**config.mk**
```make
export PLATFORM = sky130hd
export DESIGN_NAME = serial_audio_rx
export DESIGN_NICKNAME = d
export VERILOG_FILES = /design/src/rtl/sarx_pkg.sv /design/src/rtl/sarx_edge_sync.sv /design/src/rtl/sarx_slot_track.sv /design/src/rtl/sarx_window.sv /design/src/rtl/sarx_assembler.sv /design/src/rtl/serial_audio_rx.sv
export SDC_FILE = /design/constraint.sdc
export NUM_CORES = 1
export LEC_CHECK = 0
export BUFFER_PORTS_ARGS = -buffer_cell sky130_fd_sc_hd__clkbuf_2
export CAP_MARGIN = 20
export CORE_MARGIN = 3
export CORE_UTILIZATION = 53
export DETAILED_ROUTE_END_ITERATION = 10
export GPL_TIMING_DRIVEN = 1
export PLACE_DENSITY = 0.73
export SYNTH_ARGS = -nofsm -noshare
export SYNTH_HDL_FRONTEND = slang
export SYNTH_HIERARCHICAL = 1
export SYNTH_SLANG_ARGS = --single-unit
```
**constraint.sdc**
```tcl
create_clock -name clk -period 9.8 [get_ports clk]
set_input_delay 1.47 -clock clk [delete_from_list [all_inputs] [get_ports clk]]
set_output_delay 1.47 -clock clk [all_outputs]
set_load 0.02 [all_outputs]
```
**src/rtl/sarx_pkg.sv**
```systemverilog
package sarx_pkg;
  typedef enum logic [1:0] {
    FMT_RJ  = 2'b00,
    FMT_I2S = 2'b01,
    FMT_LJ  = 2'b10,
    FMT_DSP = 2'b11
  } fmt_e;
endpackage

```
**src/rtl/sarx_edge_sync.sv**
```systemverilog
module sarx_edge_sync #(
  parameter int SYNC_STAGES = 2
) (
  input  logic clk,
  input  logic rst_n,
  input  logic bclk,
  input  logic lrclk,
  input  logic sdata,
  input  logic fall_sel,
  output logic evt,
  output logic lr_s,
  output logic dat_s
);
  localparam int TOP = SYNC_STAGES - 1;

  logic [TOP:0] bclk_q, lr_q, dat_q;
  logic [TOP:0] bclk_n, lr_n, dat_n;
  logic         bclk_last_q, bclk_last_n;

  always_comb begin
    bclk_n      = {bclk_q[TOP-1:0], bclk};
    lr_n        = {lr_q[TOP-1:0], lrclk};
    dat_n       = {dat_q[TOP-1:0], sdata};
    bclk_last_n = bclk_q[TOP];
  end

  always_ff @(posedge clk or negedge rst_n) begin
    if (!rst_n) begin
      bclk_q      <= '0;
      lr_q        <= '0;
      dat_q       <= '0;
      bclk_last_q <= 1'b0;
    end else begin
      bclk_q      <= bclk_n;
      lr_q        <= lr_n;
      dat_q       <= dat_n;
      bclk_last_q <= bclk_last_n;
    end
  end

  assign evt   = fall_sel ? (bclk_last_q & ~bclk_q[TOP]) : (~bclk_last_q & bclk_q[TOP]);
  assign lr_s  = lr_q[TOP];
  assign dat_s = dat_q[TOP];
endmodule

```
**src/rtl/sarx_slot_track.sv**
```systemverilog
module sarx_slot_track
  import sarx_pkg::*;
#(
  parameter int IDX_W = 6
) (
  input  logic             clk,
  input  logic             rst_n,
  input  logic             evt,
  input  logic             lr,
  input  fmt_e             fmt,
  output logic             slot_start,
  output logic             slot_left,
  output logic [IDX_W-1:0] idx,
  output logic             live
);
  localparam logic [IDX_W-1:0] IDX_MAX = {IDX_W{1'b1}};

  logic             lr_prev_q, lr_prev_n;
  logic             known_q, known_n;
  logic [IDX_W-1:0] idx_q, idx_n;
  logic             left_q, left_n;
  logic             active_q, active_n;
  logic             dsp_left_q, dsp_left_n;
  logic             left_lvl;

  always_comb begin
    left_lvl = (fmt != FMT_I2S);
    if (fmt == FMT_DSP) begin
      slot_start = evt & lr_prev_q & ~lr;
      slot_left  = slot_start ? dsp_left_q : left_q;
    end else begin
      slot_start = evt & known_q & (lr != lr_prev_q);
      slot_left  = (lr == left_lvl);
    end
    if (slot_start)          idx = '0;
    else if (idx_q == IDX_MAX) idx = IDX_MAX;
    else                     idx = idx_q + 1'b1;
    live = active_q | slot_start;
  end

  always_comb begin
    lr_prev_n  = lr_prev_q;
    known_n    = known_q;
    idx_n      = idx_q;
    left_n     = left_q;
    active_n   = active_q;
    dsp_left_n = dsp_left_q;
    if (evt) begin
      lr_prev_n = lr;
      known_n   = 1'b1;
      idx_n     = idx;
      left_n    = slot_left;
      if (slot_start) begin
        active_n = 1'b1;
        if (fmt == FMT_DSP) dsp_left_n = ~slot_left;
      end
    end
  end

  always_ff @(posedge clk or negedge rst_n) begin
    if (!rst_n) begin
      lr_prev_q  <= 1'b0;
      known_q    <= 1'b0;
      idx_q      <= '0;
      left_q     <= 1'b0;
      active_q   <= 1'b0;
      dsp_left_q <= 1'b1;
    end else begin
      lr_prev_q  <= lr_prev_n;
      known_q    <= known_n;
      idx_q      <= idx_n;
      left_q     <= left_n;
      active_q   <= active_n;
      dsp_left_q <= dsp_left_n;
    end
  end

  // pulse-framed slots alternate between channels once running
  a_r5_dsp_alternate: assert property (@(posedge clk) disable iff (!rst_n)
    (slot_start && fmt == FMT_DSP && active_q) |-> (slot_left != left_q));
endmodule

```
**src/rtl/sarx_window.sv**
```systemverilog
module sarx_window
  import sarx_pkg::*;
#(
  parameter int WORD_W    = 24,
  parameter int IDX_W     = 6,
  parameter int RJ_REF    = 32,
  parameter int PACK_BITS = 16,
  parameter int LEN_STEP  = 4,
  localparam int POS_W    = $clog2(WORD_W)
) (
  input  logic             clk,
  input  logic             rst_n,
  input  logic             live,
  input  fmt_e             fmt,
  input  logic [1:0]       rj_len,
  input  logic             pack_en,
  input  logic [IDX_W-1:0] idx,
  output logic             cap,
  output logic [POS_W-1:0] pos
);
  localparam int CW = IDX_W + 1;

  logic          pack_act;
  logic [CW-1:0] rj_bits, off, nbits, rel, idx_w;

  always_comb begin
    pack_act = pack_en & ((fmt == FMT_RJ) | (fmt == FMT_LJ));
    unique case (rj_len)
      2'b01:   rj_bits = CW'(WORD_W - LEN_STEP);
      2'b10:   rj_bits = CW'(WORD_W - 2 * LEN_STEP);
      default: rj_bits = CW'(WORD_W);
    endcase
    if (pack_act) begin
      off   = '0;
      nbits = CW'(PACK_BITS);
    end else if (fmt == FMT_RJ) begin
      off   = CW'(RJ_REF) - rj_bits;
      nbits = rj_bits;
    end else if (fmt == FMT_I2S) begin
      off   = CW'(1);
      nbits = CW'(WORD_W);
    end else begin
      off   = '0;
      nbits = CW'(WORD_W);
    end
    idx_w = {1'b0, idx};
    rel   = idx_w - off;
    cap   = live & (idx_w >= off) & (rel < nbits);
    pos   = rel[POS_W-1:0];
  end

  // plain right-justified capture never begins before the 24-bit start
  a_r3_rj_offset: assert property (@(posedge clk) disable iff (!rst_n)
    (cap && fmt == FMT_RJ && !pack_en) |-> (idx >= IDX_W'(RJ_REF - WORD_W)));
  // the transition bit is never part of an I2S word
  a_r4_i2s_skip: assert property (@(posedge clk) disable iff (!rst_n)
    (cap && fmt == FMT_I2S) |-> (idx != '0));
  // no capture beyond the word width
  a_r6_no_excess: assert property (@(posedge clk) disable iff (!rst_n)
    cap |-> (rel < CW'(WORD_W)));
endmodule

```
**src/rtl/sarx_assembler.sv**
```systemverilog
module sarx_assembler #(
  parameter int WORD_W = 24,
  localparam int POS_W = $clog2(WORD_W)
) (
  input  logic              clk,
  input  logic              rst_n,
  input  logic              evt,
  input  logic              slot_start,
  input  logic              slot_left,
  input  logic              cap,
  input  logic [POS_W-1:0]  pos,
  input  logic              dat,
  output logic [WORD_W-1:0] left_smp,
  output logic [WORD_W-1:0] right_smp,
  output logic              frame_vld
);
  logic [WORD_W-1:0] wl_q, wl_n, wr_q, wr_n, lo_q, lo_n, ro_q, ro_n;
  logic              seen_l_q, seen_l_n, seen_r_q, seen_r_n, fv_q, fv_n;
  logic [POS_W-1:0]  bpos;

  always_comb begin
    wl_n     = wl_q;
    wr_n     = wr_q;
    lo_n     = lo_q;
    ro_n     = ro_q;
    seen_l_n = seen_l_q;
    seen_r_n = seen_r_q;
    fv_n     = 1'b0;
    bpos     = POS_W'(WORD_W - 1) - pos;
    if (evt) begin
      if (slot_start && slot_left && seen_l_q && seen_r_q) begin
        lo_n     = wl_q;
        ro_n     = wr_q;
        fv_n     = 1'b1;
        seen_r_n = 1'b0;
      end
      if (slot_start) begin
        if (slot_left) begin
          wl_n     = '0;
          seen_l_n = 1'b1;
        end else begin
          wr_n     = '0;
          seen_r_n = 1'b1;
        end
      end
      if (cap) begin
        if (slot_left) wl_n[bpos] = dat;
        else           wr_n[bpos] = dat;
      end
    end
  end

  always_ff @(posedge clk or negedge rst_n) begin
    if (!rst_n) begin
      wl_q     <= '0;
      wr_q     <= '0;
      lo_q     <= '0;
      ro_q     <= '0;
      seen_l_q <= 1'b0;
      seen_r_q <= 1'b0;
      fv_q     <= 1'b0;
    end else begin
      wl_q     <= wl_n;
      wr_q     <= wr_n;
      lo_q     <= lo_n;
      ro_q     <= ro_n;
      seen_l_q <= seen_l_n;
      seen_r_q <= seen_r_n;
      fv_q     <= fv_n;
    end
  end

  assign left_smp  = lo_q;
  assign right_smp = ro_q;
  assign frame_vld = fv_q;

  // strobe lasts one cycle
  a_r9_single_strobe: assert property (@(posedge clk) disable iff (!rst_n)
    frame_vld |=> !frame_vld);
  // outputs move only together with the strobe
  a_r9_left_with_strobe: assert property (@(posedge clk) disable iff (!rst_n)
    !$stable(left_smp) |-> frame_vld);
  a_r9_right_with_strobe: assert property (@(posedge clk) disable iff (!rst_n)
    !$stable(right_smp) |-> frame_vld);
endmodule

```
**src/rtl/serial_audio_rx.sv**
```systemverilog
module serial_audio_rx
  import sarx_pkg::*;
#(
  parameter int WORD_W      = 24,
  parameter int IDX_W       = 6,
  parameter int SYNC_STAGES = 2,
  parameter int RJ_REF      = 32,
  parameter int PACK_BITS   = 16,
  parameter int LEN_STEP    = 4
) (
  input  logic              clk,
  input  logic              rst_n,
  input  logic              bclk,
  input  logic              lrclk,
  input  logic              sdata,
  input  logic [1:0]        fmt_sel,
  input  logic [1:0]        rj_len,
  input  logic              pack_en,
  output logic [WORD_W-1:0] left_smp,
  output logic [WORD_W-1:0] right_smp,
  output logic              frame_vld
);
  localparam int POS_W = $clog2(WORD_W);

  fmt_e             fmt;
  logic             evt, lr_s, dat_s;
  logic             slot_start, slot_left, live, cap;
  logic [IDX_W-1:0] idx;
  logic [POS_W-1:0] pos;

  assign fmt = fmt_e'(fmt_sel);

  sarx_edge_sync #(.SYNC_STAGES(SYNC_STAGES)) u_sync (
    .clk(clk), .rst_n(rst_n), .bclk(bclk), .lrclk(lrclk), .sdata(sdata),
    .fall_sel(fmt == FMT_DSP), .evt(evt), .lr_s(lr_s), .dat_s(dat_s)
  );

  sarx_slot_track #(.IDX_W(IDX_W)) u_track (
    .clk(clk), .rst_n(rst_n), .evt(evt), .lr(lr_s), .fmt(fmt),
    .slot_start(slot_start), .slot_left(slot_left), .idx(idx), .live(live)
  );

  sarx_window #(
    .WORD_W(WORD_W), .IDX_W(IDX_W), .RJ_REF(RJ_REF),
    .PACK_BITS(PACK_BITS), .LEN_STEP(LEN_STEP)
  ) u_win (
    .clk(clk), .rst_n(rst_n), .live(live), .fmt(fmt), .rj_len(rj_len),
    .pack_en(pack_en), .idx(idx), .cap(cap), .pos(pos)
  );

  sarx_assembler #(.WORD_W(WORD_W)) u_asm (
    .clk(clk), .rst_n(rst_n), .evt(evt), .slot_start(slot_start),
    .slot_left(slot_left), .cap(cap), .pos(pos), .dat(dat_s),
    .left_smp(left_smp), .right_smp(right_smp), .frame_vld(frame_vld)
  );
endmodule

```
# Word-level counts from Yosys, hierarchy flattened

Cells that the tools add are included.

Add/subtract/negate cells: 4
$lt $le $gt $ge: 4
Equality and inequality tests: 9
Muxes and demuxes: 31
Bitwise logic cells: 15
Reduce and logical (&&, ||, !) cells: 9

Operator list:

| kind                | number |
|---|---|
| $mux 24             | 10 |
| $bwmux 24           | 2 |
| $mux 7              | 3 |
| $mux 6              | 2 |
| $mux 1              | 11 |
| $and 1x1->1         | 9 |
| $pmux 4 s2          | 1 |
| $ge 6x7->1          | 1 |
| $lt 7x7->1          | 1 |
| $sub 6x5->7 const A | 1 |
| $sub 6x7->7         | 1 |
| $add 6x1->6 const B | 1 |
| $eq 2x2->1 const B  | 3 |
| $eq 6x6->1 const B  | 1 |
| $lt 5x6->1 const B  | 1 |
| $reduce_and 3->1    | 2 |
| $demux 1 s5         | 1 |
| $ge 5x1->1 const B  | 1 |
| $sub 5x5->5 const A | 1 |
| $eq 2x1->1 const B  | 2 |
| $logic_and 1x1->1   | 4 |
| $mux 4              | 1 |
| $not 1->1           | 4 |
| $reduce_and 2->1    | 2 |
| other kinds (5)     | 6 |

Register bits: 117
Bits of input ports: 10
Output and inout port bits: 49
Logic and storage cells: 89

# Logic depth before layout (Yosys ltp)

Depth in word-level cells: 16
Mapped depth: 20
Depth with buffers taken out: 18

# Hierarchy

Netlist, hierarchy kept.

Modules (own cells, without submodules):

| module          | instances | cells an instance | area each (um2) | sequential area each (um2) |
|---|---|---|---|---|
| sarx_assembler  | 1         | 358               | 4408.0          | 2477.4 |
| sarx_slot_track | 1         | 80                | 734.5           | 276.5 |
| sarx_window     | 1         | 43                | 309.0           | 0.0 |
| sarx_edge_sync  | 1         | 10                | 197.7           | 175.2 |
| serial_audio_rx | 1         | 1                 | 6.3             | 0.0 |

# Worst setup path after synthesis

No wires, ideal clock.

Path type: input-to-reg
From: in fmt_sel[0]
To: reg u_asm.wr_q[23]
Setup time: 0.136 ns
Arrival time: 4.821 ns
Data required time: 9.664 ns
Setup slack: 4.843 ns
Stages on the path: 17
Buffers on the path: 2
Cells stage by stage: and2_1 o21ai_2 nand2b_1 o32ai_4 buf_6 nor3_1 ha_1 a21oi_1 xnor2_1 ha_1 o21ai_1 nand2_1 a2111oi_2 clkbuf_1 nand4bb_1 o311ai_1 o41ai_1

Elaborated cells on any way between the ends: 40
Those cells by class: add/sub (2); order compare (4); eq/ne (5); mux (18); bitwise (9); reduce/logical (2)

RTL lines:

| what                                         | RTL line                                     | source |
|---|---|---|
| start: declaration                           | serial_audio_rx.sv:16                        | `input logic [1:0] fmt_sel,` |
| $eq 2x2->1 (*)                               | serial_audio_rx.sv:35                        | `.fall_sel(fmt == FMT_DSP), .evt(evt), .lr_s(lr_s), .dat_s(dat_s)` |
| $mux 1 (*)                                   | sarx_edge_sync.sv:41                         | `assign evt = fall_sel ? (bclk_last_q & ~bclk_q[TOP]) : (~bclk_last_q & bclk_q[TOP]);` |
| via evt                                      | serial_audio_rx.sv:26                        | `logic evt, lr_s, dat_s;` |
| $and 1x1->1 (on tied branches) (2 in series) | sarx_slot_track.sv:32, sarx_slot_track.sv:29 |  |
| $mux 1 (*)                                   | sarx_slot_track.sv:28                        | `if (fmt == FMT_DSP) begin` |
| via slot_start                               | serial_audio_rx.sv:27                        | `logic slot_start, slot_left, live, cap;` |
| $mux 6 (*)                                   | sarx_slot_track.sv:35                        | `if (slot_start) idx = '0;` |
| via idx[2]                                   | serial_audio_rx.sv:28                        | `logic [IDX_W-1:0] idx;` |
| $sub 6x7->7 (*)                              | sarx_window.sv:47                            | `rel = idx_w - off;` |
| via pos[3]                                   | serial_audio_rx.sv:29                        | `logic [POS_W-1:0] pos;` |
| $lt 7x7->1 (*)                               | sarx_window.sv:48                            | `cap = live & (idx_w >= off) & (rel < nbits);` |
| $and 1x1->1 (*)                              | sarx_window.sv:48                            |  |
| via cap                                      | serial_audio_rx.sv:27                        |  |
| $mux 24 (*)                                  | sarx_assembler.sv:46                         | `if (cap) begin` |
| end signal: assignment                       | sarx_assembler.sv:64                         | `wr_q <= wr_n;` |
| end: declaration                             | sarx_assembler.sv:17                         | `logic [WORD_W-1:0] wl_q, wl_n, wr_q, wr_n, lo_q, lo_n, ro_q, ro_n;` |

The timed path passes the listed nets; every way through them passes the cells marked *. The select of a mux whose other input is x is not followed.
A chain may end at the register's enable or synchronous reset.

# Worst setup path after layout

From: in fmt_sel[0]
To: reg u_asm.wr_q[0]

Same word-level chain as after synthesis.

==> out/qor.yml <==
synth_cell_type_count: 64
crit_fanout: 27
maxSlewHeadroom_pct: 37.6
multiInputGateArea_um2: 2500
diodes: 0
synth_top_area_share_pct: 51.3
grt_pass1_vias: 3905
hold_viol: 0
p_int_mw: 1.11
end_kind: "flop"
cts.path.max_buffers: 2
grt_antenna_before_repair: 0
cts_hold_buf: 0
path_clk_slew_ns: 0.06
post_cts_buffers: 0
drv_cap: 0
cts_sinks: 117
routed_wl_mm: 11.7
cts_resized: 0
vias_per_cell: 5.63
path_buf_inv: 2
grt_pass1_wl_mm: 19.4
netlist_area_um2: 5660
leakage_nw: 3.40
final_cell_mix: "dfrtp_1 (116), nand2_1 (88), clkbuf_2 (57)"
worstSetupStartpointType: "primary input"
grtUsageTotal_pct: 21.0
status: "finished, final reports clean"
initial_utilization_pct: 54.5
skew_ns: 0.00787
dieHeight_um: 109
synthCells: 492
die_x_um: 109
synthFlopType: "dfrtp_1"
worstPathArrival_ns: 6.71
cts_tree: "done"
num-nets-final: 564
drc: 0
synth_fp_nets: 511
core_um2: 10400
hpwl_mm: 7.63
hold_class: "flop to flop"
peakVddDrop_mv: 0.125
p_total_mw: 1.71
finalCritPeriodShare_pct: 65.1
cts-buffers-inserted: 17
synth-seq-cells: 117
die-area_um2: 11900
crit_path_max_incr_delay_ns: 0.82
async_flop_share_pct: 100
dp_slack_ns: 3.02
synth_edf_count: 0
num_vias: 3909
final_core_util_pct: 62.9
path_class: "primary input to flop"
drive_gt1_share_pct: 29.4
area_growth_pct: 15.3
comb_power_share_pct: 30.0
path_delay_family: "compound AO/OA/AOI/OAI gates"
nFillCells: 828
worst_slew_pin_slew_ns: 0.936
layout_commonest_cell: "dfrtp_1"
power.switching_fraction_pct: 35.1
power.switching_uw: 598
port_buffers: 58
synth_top_area_cell: "dfrtp_1"
seq_power_share_pct: 37.5
yosys-top-cells-area: "dfrtp_1 (51%), mux2i_1 (8.3%), mux2_2 (8.0%)"
first_pass_iters: 4
period_needed_ns: 6.38
io_pins: 59
wl_per_cell_um: 16.9
worstPathRequired_ns: 10.13
seq_area_frac_synth_pct: 51.8
ant_nets: 0
finalSetupTns_ns: 0
clk_latency_ns: 0.50
clockPowerShare_pct: 32.5
num_rows: 37
power.density_nw_per_um2: 262
rsz0062_at_grt: "no"
cts-root-buf: "clkbuf_8"
fin_ws_ns: 3.42
critPathSlowestCell: "a2111oi_2"
slew_viol_final: 0
dp.cells: 662
syn_area_per_cell_um2: 11.5
first_iter_violations: 280
grt_remaining_overflow: 0
final-setup-viol-count: 0
place_congestion: 0.873
fin_cells: 694
cp_cell_sequence: "clkbuf_2 -> and2_1 -> nand3b_1 -> o21ai_2 -> buf_4 -> nand2b_1 -> o32ai_4 -> nor3_1 -> ha_1 -> a21oi_1 -> xnor2_1 -> ha_1 -> o21ai_1 -> nand2_1 -> a2111oi_2 -> and4b_1 -> nand4_1 -> mux2i_1"
seq_area_um2: 2930
grt_max_degree: 79
clock.fmax_mhz: 157
cp_common_cell: "ha_1"
htree_levels: 4
synth_warnings: 6
## per-layer routing
layer	up-vias	GRT usage (%)	part of all wire, %
li1	1826	-	-
met1	1959	28.6	45
met2	104	32.9	49
met3	20	4.58	4.4
met4	0	8.28	2.0
met5	-	0	0
## power groups by stage
stage               combinational [mW]  clock, mW  sequential, mW
floorplan                        0.391          0           0.632
global placement                 0.482          0           0.642
detailed placement               0.503          0           0.645
CTS                              0.509      0.562           0.639
global route                     0.566      0.591           0.650
finish                           0.512      0.554           0.640
## Yosys cell counts, drive strengths merged, types with 7 or more instances
cell type  number
nand4           7
dfrtp         116
a21oi           8
nand3          14
inv            15
mux2i          47
nor2           20
nand2          88
nand2b          7
and4bb          7
clkbuf         11
o21ai           7
mux2           51
buf            18
ha              9
## cell type report
class                      count  share of cell area [%]
clock buffer                  20                    6.52
clock inverter                12                    1.67
inverter                      15                   0.863
multi-input combinational    331                    38.4
sequential                   117                    44.9
tap                          136                    2.61
timing repair buffer          63                    5.06
## sequential cells by signal (all words and copies together), names as in the netlist
register            flops
u_asm/frame_vld         1
u_asm/left_smp         24
u_asm/right_smp        24
u_asm/seen_l_q          1
u_asm/seen_r_q          1
u_asm/wl_q             24
u_asm/wr_q             24
u_sync/bclk_last_q      1
u_sync/bclk_q           2
u_sync/dat_q            2
u_sync/lr_q             2
u_track/active_q        1
u_track/dsp_left_q      1
u_track/idx_q           6
u_track/known_q         1
u_track/left_q          1
u_track/lr_prev_q       1
## logic make-up (layout without fill, tap and decap cells)
group	after synthesis	after routing	share of synthesized area, %
AND/OR/NAND/NOR	185	185	18.1
flip-flops	117	117	51.8
multiplexers	98	98	18.6
buffers and inverters	44	110	3.96
AO/OA/AOI/OAI	34	34	4.73
adder cells (fa/ha/maj)	9	9	1.99
XOR/XNOR	5	5	0.774
## path summary, 6_finish.rpt
| kind | startpoint | cells after the start | to | slack [ns] |
|---|---|---|---|---|
| min in group asynchronous | rst_n | 1 | u_asm/frame_vld | 0.93 |
| max in group asynchronous | rst_n | 2 | u_track/lr_prev_q | 7.55 |
| hold reg to reg | u_sync/dat_q[0] | 0 | u_sync/dat_q[1] | 0.35 |
| setup reg to reg | u_sync/bclk_q[1] | 16 | u_asm/wr_q[0] | 4.32 |
| setup / recovery | fmt_sel[0] | 18 | u_asm/wr_q[0] | 3.42 |
| hold / removal | u_sync/dat_q[0] | 0 | u_sync/dat_q[1] | 0.35 |
## metrics by stage
step	area [um^2]	hold slack [ns]
after floorplan	5660	0.331
after global placement	5990	0.333
after detailed placement	5990	0.339
after CTS	6520	0.353
after global routing	6520	0.350
final	6520	0.349
Note: power is estimated with default switching activity, not from simulation.
